File: src/rtl/cmt_pkg.sv
package cmt_pkg;

  typedef enum logic [1:0] {
    ADDR_RUN   = 2'd0,
    ADDR_CTRL  = 2'd1,
    ADDR_COUNT = 2'd2,
    ADDR_LIMIT = 2'd3
  } reg_addr_e;

  localparam int FLAG_BIT = 7;

  // Clocks per counter tick for a given select code.
  function automatic int unsigned tick_period(input logic [1:0] sel);
    case (sel)
      2'd0:    return 4;
      2'd1:    return 8;
      2'd2:    return 16;
      default: return 64;
    endcase
  endfunction

endpackage

File: src/rtl/cmt_prescaler.sv
module cmt_prescaler #(
  parameter int PRE_W = 6
) (
  input  logic       clk,
  input  logic       rst_n,
  input  logic       run,
  input  logic [1:0] sel,
  output logic       tick
);
  import cmt_pkg::*;

  logic [PRE_W-1:0] pre_q;
  logic [PRE_W-1:0] last_w;

  assign last_w = PRE_W'(tick_period(sel) - 1);
  assign tick   = run && (pre_q >= last_w);

  always_ff @(posedge clk or negedge rst_n) begin
    if (!rst_n)      pre_q <= '0;
    else if (!run)   pre_q <= '0;
    else if (tick)   pre_q <= '0;
    else             pre_q <= pre_q + 1'b1;
  end


  tick_spacing_chk: assert property (@(posedge clk) disable iff (!rst_n)
    tick |=> !tick);


  stop_clears_chk: assert property (@(posedge clk) disable iff (!rst_n)
    !run |=> !tick);

endmodule

File: src/rtl/cmt_compare.sv
module cmt_compare #(
  parameter int CNT_W = 16
) (
  input  logic             clk,
  input  logic             rst_n,
  input  logic             tick,
  input  logic             cnt_wr,
  input  logic             lim_wr,
  input  logic [CNT_W-1:0] wdata,
  input  logic             flag_clr,
  output logic [CNT_W-1:0] count,
  output logic [CNT_W-1:0] limit,
  output logic             flag,
  output logic             req
);

  logic             match_w;
  logic [CNT_W-1:0] count_q;
  logic [CNT_W-1:0] limit_q;
  logic             flag_q;
  logic             req_q;

  assign match_w = tick && (count_q == limit_q);

  always_ff @(posedge clk or negedge rst_n) begin
    if (!rst_n) begin
      count_q <= '0;
      limit_q <= '0;
      flag_q  <= 1'b0;
      req_q   <= 1'b0;
    end else begin
      if (cnt_wr)       count_q <= wdata;
      else if (match_w) count_q <= '0;
      else if (tick)    count_q <= count_q + 1'b1;
      if (lim_wr)       limit_q <= wdata;
      if (match_w)      flag_q  <= 1'b1;
      else if (flag_clr) flag_q <= 1'b0;
      req_q <= match_w;
    end
  end

  assign count = count_q;
  assign limit = limit_q;
  assign flag  = flag_q;
  assign req   = req_q;


  match_clear_chk: assert property (@(posedge clk) disable iff (!rst_n)
    (match_w && !cnt_wr) |=> (count_q == '0 && flag_q));


  req_single_chk: assert property (@(posedge clk) disable iff (!rst_n)
    req_q |=> !req_q);


  flag_hold_chk: assert property (@(posedge clk) disable iff (!rst_n)
    (flag_q && !flag_clr) |=> flag_q);

endmodule

File: src/rtl/match_timer.sv
module match_timer #(
  parameter int CNT_W = 16,
  parameter int PRE_W = 6
) (
  input  logic             clk,
  input  logic             rst_n,
  input  logic [1:0]       reg_addr,
  input  logic             reg_wr,
  input  logic [CNT_W-1:0] reg_wdata,
  output logic [CNT_W-1:0] reg_rdata,
  output logic             dma_req
);
  import cmt_pkg::*;

  logic             run_q;
  logic [1:0]       sel_q;
  logic             tick;
  logic             wr_run, wr_ctrl, wr_count, wr_limit;
  logic             flag_clr;
  logic [CNT_W-1:0] count, limit;
  logic             flag;

  assign wr_run   = reg_wr && (reg_addr_e'(reg_addr) == ADDR_RUN);
  assign wr_ctrl  = reg_wr && (reg_addr_e'(reg_addr) == ADDR_CTRL);
  assign wr_count = reg_wr && (reg_addr_e'(reg_addr) == ADDR_COUNT);
  assign wr_limit = reg_wr && (reg_addr_e'(reg_addr) == ADDR_LIMIT);
  assign flag_clr = wr_ctrl && !reg_wdata[FLAG_BIT];

  always_ff @(posedge clk or negedge rst_n) begin
    if (!rst_n) begin
      run_q <= 1'b0;
      sel_q <= 2'd0;
    end else begin
      if (wr_run)  run_q <= reg_wdata[0];
      if (wr_ctrl) sel_q <= reg_wdata[1:0];
    end
  end

  cmt_prescaler #(.PRE_W(PRE_W)) u_pre (
    .clk   (clk),
    .rst_n (rst_n),
    .run   (run_q),
    .sel   (sel_q),
    .tick  (tick)
  );

  cmt_compare #(.CNT_W(CNT_W)) u_cmp (
    .clk      (clk),
    .rst_n    (rst_n),
    .tick     (tick),
    .cnt_wr   (wr_count),
    .lim_wr   (wr_limit),
    .wdata    (reg_wdata),
    .flag_clr (flag_clr),
    .count    (count),
    .limit    (limit),
    .flag     (flag),
    .req      (dma_req)
  );

  always_comb begin
    reg_rdata = '0;
    case (reg_addr_e'(reg_addr))
      ADDR_RUN:   reg_rdata[0] = run_q;
      ADDR_CTRL:  begin
        reg_rdata[FLAG_BIT] = flag;
        reg_rdata[1:0]      = sel_q;
      end
      ADDR_COUNT: reg_rdata = count;
      default:    reg_rdata = limit;
    endcase
  end


  halt_hold_chk: assert property (@(posedge clk) disable iff (!rst_n)
    (!run_q && !wr_count) |=> $stable(count));


  req_needs_run_chk: assert property (@(posedge clk) disable iff (!rst_n)
    dma_req |-> $past(run_q));

endmodule

File: config.mk
export PLATFORM = sky130hd
export DESIGN_NAME = match_timer
export DESIGN_NICKNAME = d
export VERILOG_FILES = /design/src/rtl/cmt_pkg.sv /design/src/rtl/cmt_prescaler.sv /design/src/rtl/cmt_compare.sv /design/src/rtl/match_timer.sv
export SDC_FILE = /design/constraint.sdc
export NUM_CORES = 1
export LEC_CHECK = 0
export ABC_AREA = 1
export BUFFER_PORTS_ARGS = -buffer_cell sky130_fd_sc_hd__clkbuf_2
export CORE_MARGIN = 2
export CORE_UTILIZATION = 45
export CTS_BUF_LIST = sky130_fd_sc_hd__clkbuf_4
export CTS_CLUSTER_SIZE = 8
export DETAILED_ROUTE_END_ITERATION = 10
export PLACE_DENSITY = 0.72
export SYNTH_ARGS = -nofsm -noshare
export SYNTH_HDL_FRONTEND = slang
export SYNTH_SLANG_ARGS = --single-unit
File: constraint.sdc
create_clock -name clk -period 1.85 [get_ports clk]
set_input_delay 0.185 -clock clk [delete_from_list [all_inputs] [get_ports clk]]
set_output_delay 0.185 -clock clk [all_outputs]
set_load 0.01 [all_outputs]
==> run summary, run 1 <==
status -> complete, no violations
Skew-Pair Late Insertion Delay -> 0.37 ns
crit share post-route -> 98.25%
post-synthesis net count -> 431
CP max stage delay -> 0.42 ns
post-synthesis sequential area ratio -> 38.10%
Yosys cell types -> 27
number of H-tree levels -> 2
Via density -> 5.045
drt pass-1 iters -> 4
RePlAce Congestion -> 0.8753
hold crit path type -> input port to register
fin crit period -> 1.818 ns
drt drc -> 0
number of global-route vias before repair -> 2,529
Core Area -> 5991 sq um
Final nets -> 480
CP arrival -> 2.12 ns
Die ar. -> 6925 sq um
total clock sinks -> 43
antenna violations before repair -> 0
skew final -> 0.01555 ns
Congestion Overflow GR -> 0
Pleak -> 1.831 nW
Max clock buf depth -> 2
Die W -> 83.22 um
n_diodes -> 0
IO buf count -> 37
max-cap viol count -> 0
Max Transition Viols Final -> 0
Area Overhead vs Synth -> 20.78%
Final Util -> 56.93%
Reg clk slew, reported paths -> 0.14 ns
clock root cell -> clkbuf_4
Site Rows -> 28
Syn. warnings -> 0
crit-path cells -> nand2_2 -> ha_4 -> nand2_4 -> nor2_4 -> nor2_4 -> nand2_2 -> nand2_4 -> a21oi_4 -> clkbuf_16 -> nand3_1 -> nand2_1
required time worst endpoint -> 2.16 ns
relative slew slack -> 59.04%
WL/cell -> 13.11 um
initial drt markers -> 159
Antenna Nets Post-Route -> 0
share of cells above drive strength 1 -> 21.37%
final hold slack -> 0.07116 ns
height of the die -> 83.22 um
first-pass GRT wire length -> 11,880 um
Worst setup SP type -> register
RSZ-0062 raised after global routing -> yes
Ports -> 38
CTS tree -> done
worst vdd ir -> 0.4275 mV
Cells after Synth -> 404
total CTS buffers -> 5
flops & latches, synth -> 43
Crit Path Category -> register to register
mapped cell area -> 2824 sq um
biggest fanout along the worst timing path -> 8
Tot GR Track Use -> 20.86%
Post-DP HPWL -> 4801 um
Avg Cell Area, Syn -> 6.990 sq um
final setup vio count -> 0
largest net degree at the start of global routing -> 44
Routed WL -> 6934 um
Initial Util -> 47.14%
Worst setup EP type -> register
dpl cells -> 514
FMAX -> 550.1 MHz
worst-margin pin slew -> 0.6138 ns
via count -> 2,669
Non-Filler Instances -> 529
setup TNS -> 0 ns
Worst path slowest cell -> dfrtp_1
Fin. Hold Viols -> 0
Power Density -> 830.1 nW/um^2
## routing by layer
metal | track usage, % | share of wire (%) | vias up
li1 | - | - | 1362
met1 | 28.12 | 46 | 1227
met2 | 33.80 | 46 | 69
met3 | 3.579 | 5.9 | 11
met4 | 7.303 | 1.6 | 0
met5 | 0 | 0 | -
## area by class of cell
type | instances | area, sq um
timing repair buffer | 50 | 340.3
clock inverter | 2 | 60.06
fill | 574 | 2580
sequential | 43 | 1076
clock buffer | 6 | 45.04
multi-input combinational | 270 | 1481
tap | 75 | 93.84
inverter | 83 | 314.1
## cells in the final DEF (no fill, tap or decap), types with 4 or more instances in the layout
cell type	netlist	final
buf_4	0	8
clkbuf_2	0	37
clkbuf_4	0	6
dfrtp_1	43	43
ha_1	6	4
inv_1	75	74
inv_2	8	8
nand2_1	122	118
nand2_2	6	7
nand3_1	19	18
nand3_2	7	8
nor2_1	30	27
nor2_4	3	6
o21ai_0	25	25
o22ai_1	28	28
xor2_1	11	11
## registers in the layout, indices dropped and copies added, names as in the netlist
| register | flops |
|---|---|
| u_cmp.limit | 16 |
| u_pre.pre_q | 6 |
| u_cmp.req | 1 |
| sel_q | 2 |
| run_q | 1 |
| u_cmp.flag | 1 |
| u_cmp.count | 16 |
## report_power, final
group	internal [W]	leakage, nW	switching, W	total (W)
Combinational	0.000329	1.23	0.000509	0.000838
Sequential	0.00108	0.546	0.000158	0.00124
Clock	0.000436	0.0559	0.000319	0.000755
Total	0.00185	1.83	0.000985	0.00283
## final timing paths
path / from / to / slack, ns / depth (start not counted)
setup / recovery: sel_q[0]$_DFFE_PN0P_ / u_cmp.count[15]$_DFFE_PN0P_ / 0.03 / 11
hold / removal: reg_wdata[9] / u_cmp.limit[9]$_DFFE_PN0P_ / 0.07 / 3
setup reg to reg: sel_q[0]$_DFFE_PN0P_ / u_cmp.count[15]$_DFFE_PN0P_ / 0.03 / 11
hold reg to reg: u_pre.pre_q[0]$_DFF_PN0_ / u_pre.pre_q[0]$_DFF_PN0_ / 0.49 / 1
max in group asynchronous: rst_n / u_cmp.limit[12]$_DFFE_PN0P_ / 1.04 / 3
min in group asynchronous: rst_n / u_pre.pre_q[4]$_DFF_PN0_ / 0.41 / 3
## stage by stage
stage	total power, W	cell area, sq um	worst slack [ns]
floorplan	0.001791	2824	0.1623
global placement	0.002009	3143	0.04854
detailed placement	0.002041	3143	-0.02113
CTS	0.002811	3283	0.02792
global route	0.003037	3411	-0.06675
finish	0.002831	3411	0.03230
## cell usage after synthesis, drive strengths merged
master	n	area (sq um)
ha	6	75.07
nand2	128	495.5
xnor2	1	8.760
o21ai	25	125.1
nor3b	1	7.510
nand4	1	6.260
dfrtp	43	1076
nand3b	1	7.510
clkbuf	5	18.77
o22ai	28	175.2
buf	4	31.27
nor2	35	158.9
nand3	27	182.7
o221ai	2	17.52
a21oi	2	21.27
o2111ai	1	8.760
inv	83	311.5
xor2	11	96.34
## worst max-delay path, delay by kind of cell, from the launching register on
family	cells	cell delay, ns
AO/OA/AOI/OAI	1	0.20
adder cells (fa/ha/maj)	1	0.29
buffers and inverters	1	0.20
AND/OR/NAND/NOR	8	0.64
flip-flops	1	0.42
## kinds of logic (layout without fill, tap and decap cells)
kind of cell,Yosys count,in the layout,synth area share [%]
flip-flops,43,43,38.10
buffers and inverters,92,141,12.80
adder cells (fa/ha/maj),6,6,2.658
XOR/XNOR,12,12,3.722
AO/OA/AOI/OAI,58,58,12.32
AND/OR/NAND/NOR,193,194,30.39
## what timing repair did
item / in CTS / in global routing
pin swaps: 1 / 6
setup buffers: 1 / 3
hold buffers: 1 / 0
setup endpoints to repair: 16 / 18
gates resized for setup: 2 / 17
endpoints found under the hold margin: 43 / 0
cloned: 1 / 1
(Power assumes the default switching activity.)
==> run 2, diff against run 1 <==
--- a/config.mk
+++ b/config.mk
@@ -13,6 +13,7 @@
 export CTS_CLUSTER_SIZE = 8
 export DETAILED_ROUTE_END_ITERATION = 10
 export PLACE_DENSITY = 0.72
+export REMOVE_ABC_BUFFERS = 1
 export SYNTH_ARGS = -nofsm -noshare
 export SYNTH_HDL_FRONTEND = slang
 export SYNTH_SLANG_ARGS = --single-unit
==> run 2 against run 1 <==
Effect of this change:
- the run now ends with negative setup slack left
- sequential share of layout area down 0.069 points
- flip-flop and latch count unchanged
- count of clock-buffer cells in the layout down 1
- utilization increased by 0.13 points
- routed wire length is 2.4% higher
- worst setup slack got worse by 0.11 ns
- clock skew is 0.0016 ns lower
- power is 5.2% lower
- first-iteration DRC count down 28%
- cell area up 0.22%
- critical endpoint is now u_cmp.count[4]$_DFFE_PN0P_
==> run summary, run 2 (synthesized netlist as in run 1, its figures left out) <==
Pleak -> 1.847 nW (+0.89%)
most frequent cells in the layout -> nand2_1 (118), inv_1 (75), dfrtp_1 (43), clkbuf_2 (37), nor2_1 (29)
Die W -> 83.22 um (unchanged)
crit share post-route -> 104.0% (+5.8 points)
number of H-tree levels -> 2 (unchanged)
Reg clk slew, reported paths -> 0.14 ns (about the same)
CP arrival -> 2.24 ns (+0.12 ns)
Worst setup EP type -> register
RePlAce Congestion -> 0.8173 (-6.6%)
failing checks -> negative setup slack
clock root cell -> clkbuf_4
clock network fraction of total power -> 22.9% (-3.8 points)
logic gate share of total power -> 30.9% (+1.3 points)
Congestion Overflow GR -> 0 (unchanged)
Crit Path Category -> register to register
Tot GR Track Use -> 20.91% (+0.051 points)
Max clock buf depth -> 2 (unchanged)
share of cells above drive strength 1 -> 21.88% (+0.52 points)
Antenna Nets Post-Route -> 0 (unchanged)
RSZ-0062 raised after global routing -> yes
Worst setup SP type -> register
CTS tree -> done
slack of the critical path -> -0.07442 ns (-0.1067 ns)
IO buf count -> 37 (unchanged)
hold crit path type -> input port to register
WL/cell -> 13.35 um (+1.8%)
max-cap viol count -> 0 (unchanged)
status -> complete, but fails checks
FMAX -> 519.6 MHz (-5.5%)
fillers -> 537 (-6.4%)
Final nets -> 483 (+0.63%)
Skew-Pair Late Insertion Delay -> 0.37 ns (about the same)
Max Transition Viols Final -> 0 (unchanged)
Die ar. -> 6925 sq um (unchanged)
drt pass-1 iters -> 4 (unchanged)
Switching Power -> 0.0009971 W (+1.2%)
via count -> 2,656 (-0.49%)
biggest fanout along the worst timing path -> 8 (unchanged)
first-pass GRT wire length -> 11,900 um (+0.18%)
antenna violations before repair -> 0 (unchanged)
Fin. Hold Viols -> 0 (unchanged)
number of global-route vias before repair -> 2,564 (+1.4%)
Area Overhead vs Synth -> 21.05%
height of the die -> 83.22 um (unchanged)
Post-DP HPWL -> 4819 um (+0.39%)
Initial Util -> 47.14% (unchanged)
final setup vio count -> 16 (+16)
setup TNS -> -0.5254 ns (-0.5254 ns)
total clock sinks -> 43 (unchanged)
fin crit period -> 1.924 ns (+0.1067 ns)
initial drt markers -> 114 (-28%)
required time worst endpoint -> 2.17 ns (about the same)
relative slew slack -> 56.52% (-2.5 points)
Power Internal -> 0.001686 W (-8.7%)
Via density -> 4.992 (-1.0%)
Flop pwr share -> 46.2% (+2.5 points)
skew final -> 0.01396 ns (-0.001594 ns)
Routed WL -> 7101 um (+2.4%)
worst-margin pin slew -> 0.6516 ns (+0.03777 ns)
total CTS buffers -> 5 (unchanged)
area of the multi-input gates -> 1461 sq um (-1.4%)
drt drc -> 0 (unchanged)
Ports -> 38 (unchanged)
Sw Ratio -> 37.16% (+2.4 points)
Core Area -> 5991 sq um (unchanged)
sequential cell area -> 1076 sq um (unchanged)
Final Util -> 57.06% (+0.13 points)
largest net degree at the start of global routing -> 44 (unchanged)
commonest non-fill, non-tap cell in the layout -> nand2_1
worst vdd ir -> 0.4020 mV (-6.0%)
Site Rows -> 28 (unchanged)
Power Density -> 785.1 nW/um^2 (-5.4%)
n_diodes -> 0 (unchanged)
==> run 2: routing by layer <==
metal,track usage [%],vias to the layer above,routed length (um)
met4,5.812,0,63
met3,3.777,6,331
met5,0,-,0
li1,-,1372,-
met1,27.91,1215,3268
met2,34.82,63,3438
==> run 2: through the flow <==
stage / instance area (sq um) / setup WS (ns) / total power, W / hold WS, ns / cells
floorplan: 2774 / 0.1614 / 0.001787 / -0.1106 / 395
global placement: 3151 / 0.07490 / 0.002012 / 0.3065 / 515
detailed placement: 3151 / -0.03809 / 0.002036 / 0.3108 / 515
CTS: 3297 / 0.002066 / 0.002659 / 0.05365 / 528
global route: 3418 / -0.1454 / 0.002890 / 0.05035 / 532
finish: 3418 / -0.07442 / 0.002684 / 0.05363 / 532
==> run 2: layout make-up <==
cell class                      instances  area share [%]
Clock buffer                            5           1.098
Sequential cell                        43           31.48
Inverter                               83           9.114
Timing Repair Buffer                   54           11.68
Tap cell                               75           2.745
Clock inverter                          3           1.135
Multi-Input combinational cell        269           42.75
==> run 2: repair_timing <==
item | 4_1_cts | 5_1_grt
pin swaps | 1 | 29
buffers inserted | 4 | 3
resized for setup | 1 | 14
gates cloned | 0 | 1
hold buffers | 1 | 0
endpoints found under the hold margin | 43 | 0
endpoints found under the setup margin | 16 | 16
==> run 2: critical path, stage by stage (launching register included) <==
cell and delay (ns):
dfrtp_1 0.44, nand2_2 0.12, ha_4 0.28, nand2_2 0.05
nor2_1 0.09, nand2_1 0.09, nand2_2 0.10, nand2_4 0.06
buf_6 0.12, a21oi_4 0.17, clkbuf_16 0.20, nand3_1 0.09
nand2_1 0.06
==> run 2: power by group through the flow <==
stage                     sequential, W  combinational (W)  clock (W)
after floorplan                 0.00121           0.000572          0
after detailed placement        0.00126           0.000780          0
after global routing            0.00126           0.000959   0.000666
after global placement          0.00125           0.000762          0
final                           0.00124           0.000829   0.000613
after CTS                       0.00123           0.000798   0.000626
==> run 2: worst paths after layout <==
check                                         start                     endpoint  slack (ns)  cells after the start
max                            sel_q[1]$_DFFE_PN0P_   u_cmp.count[4]$_DFFE_PN0P_       -0.07                     12
max reg2reg                    sel_q[1]$_DFFE_PN0P_   u_cmp.count[4]$_DFFE_PN0P_       -0.07                     12
max in group asynchronous                     rst_n  u_cmp.limit[14]$_DFFE_PN0P_        1.04                      3
min in group asynchronous                     rst_n   u_cmp.limit[5]$_DFFE_PN0P_        0.40                      3
min                                    reg_wdata[5]   u_cmp.limit[5]$_DFFE_PN0P_        0.05                      3
min reg2reg                u_pre.pre_q[0]$_DFF_PN0_     u_pre.pre_q[0]$_DFF_PN0_        0.47                      1
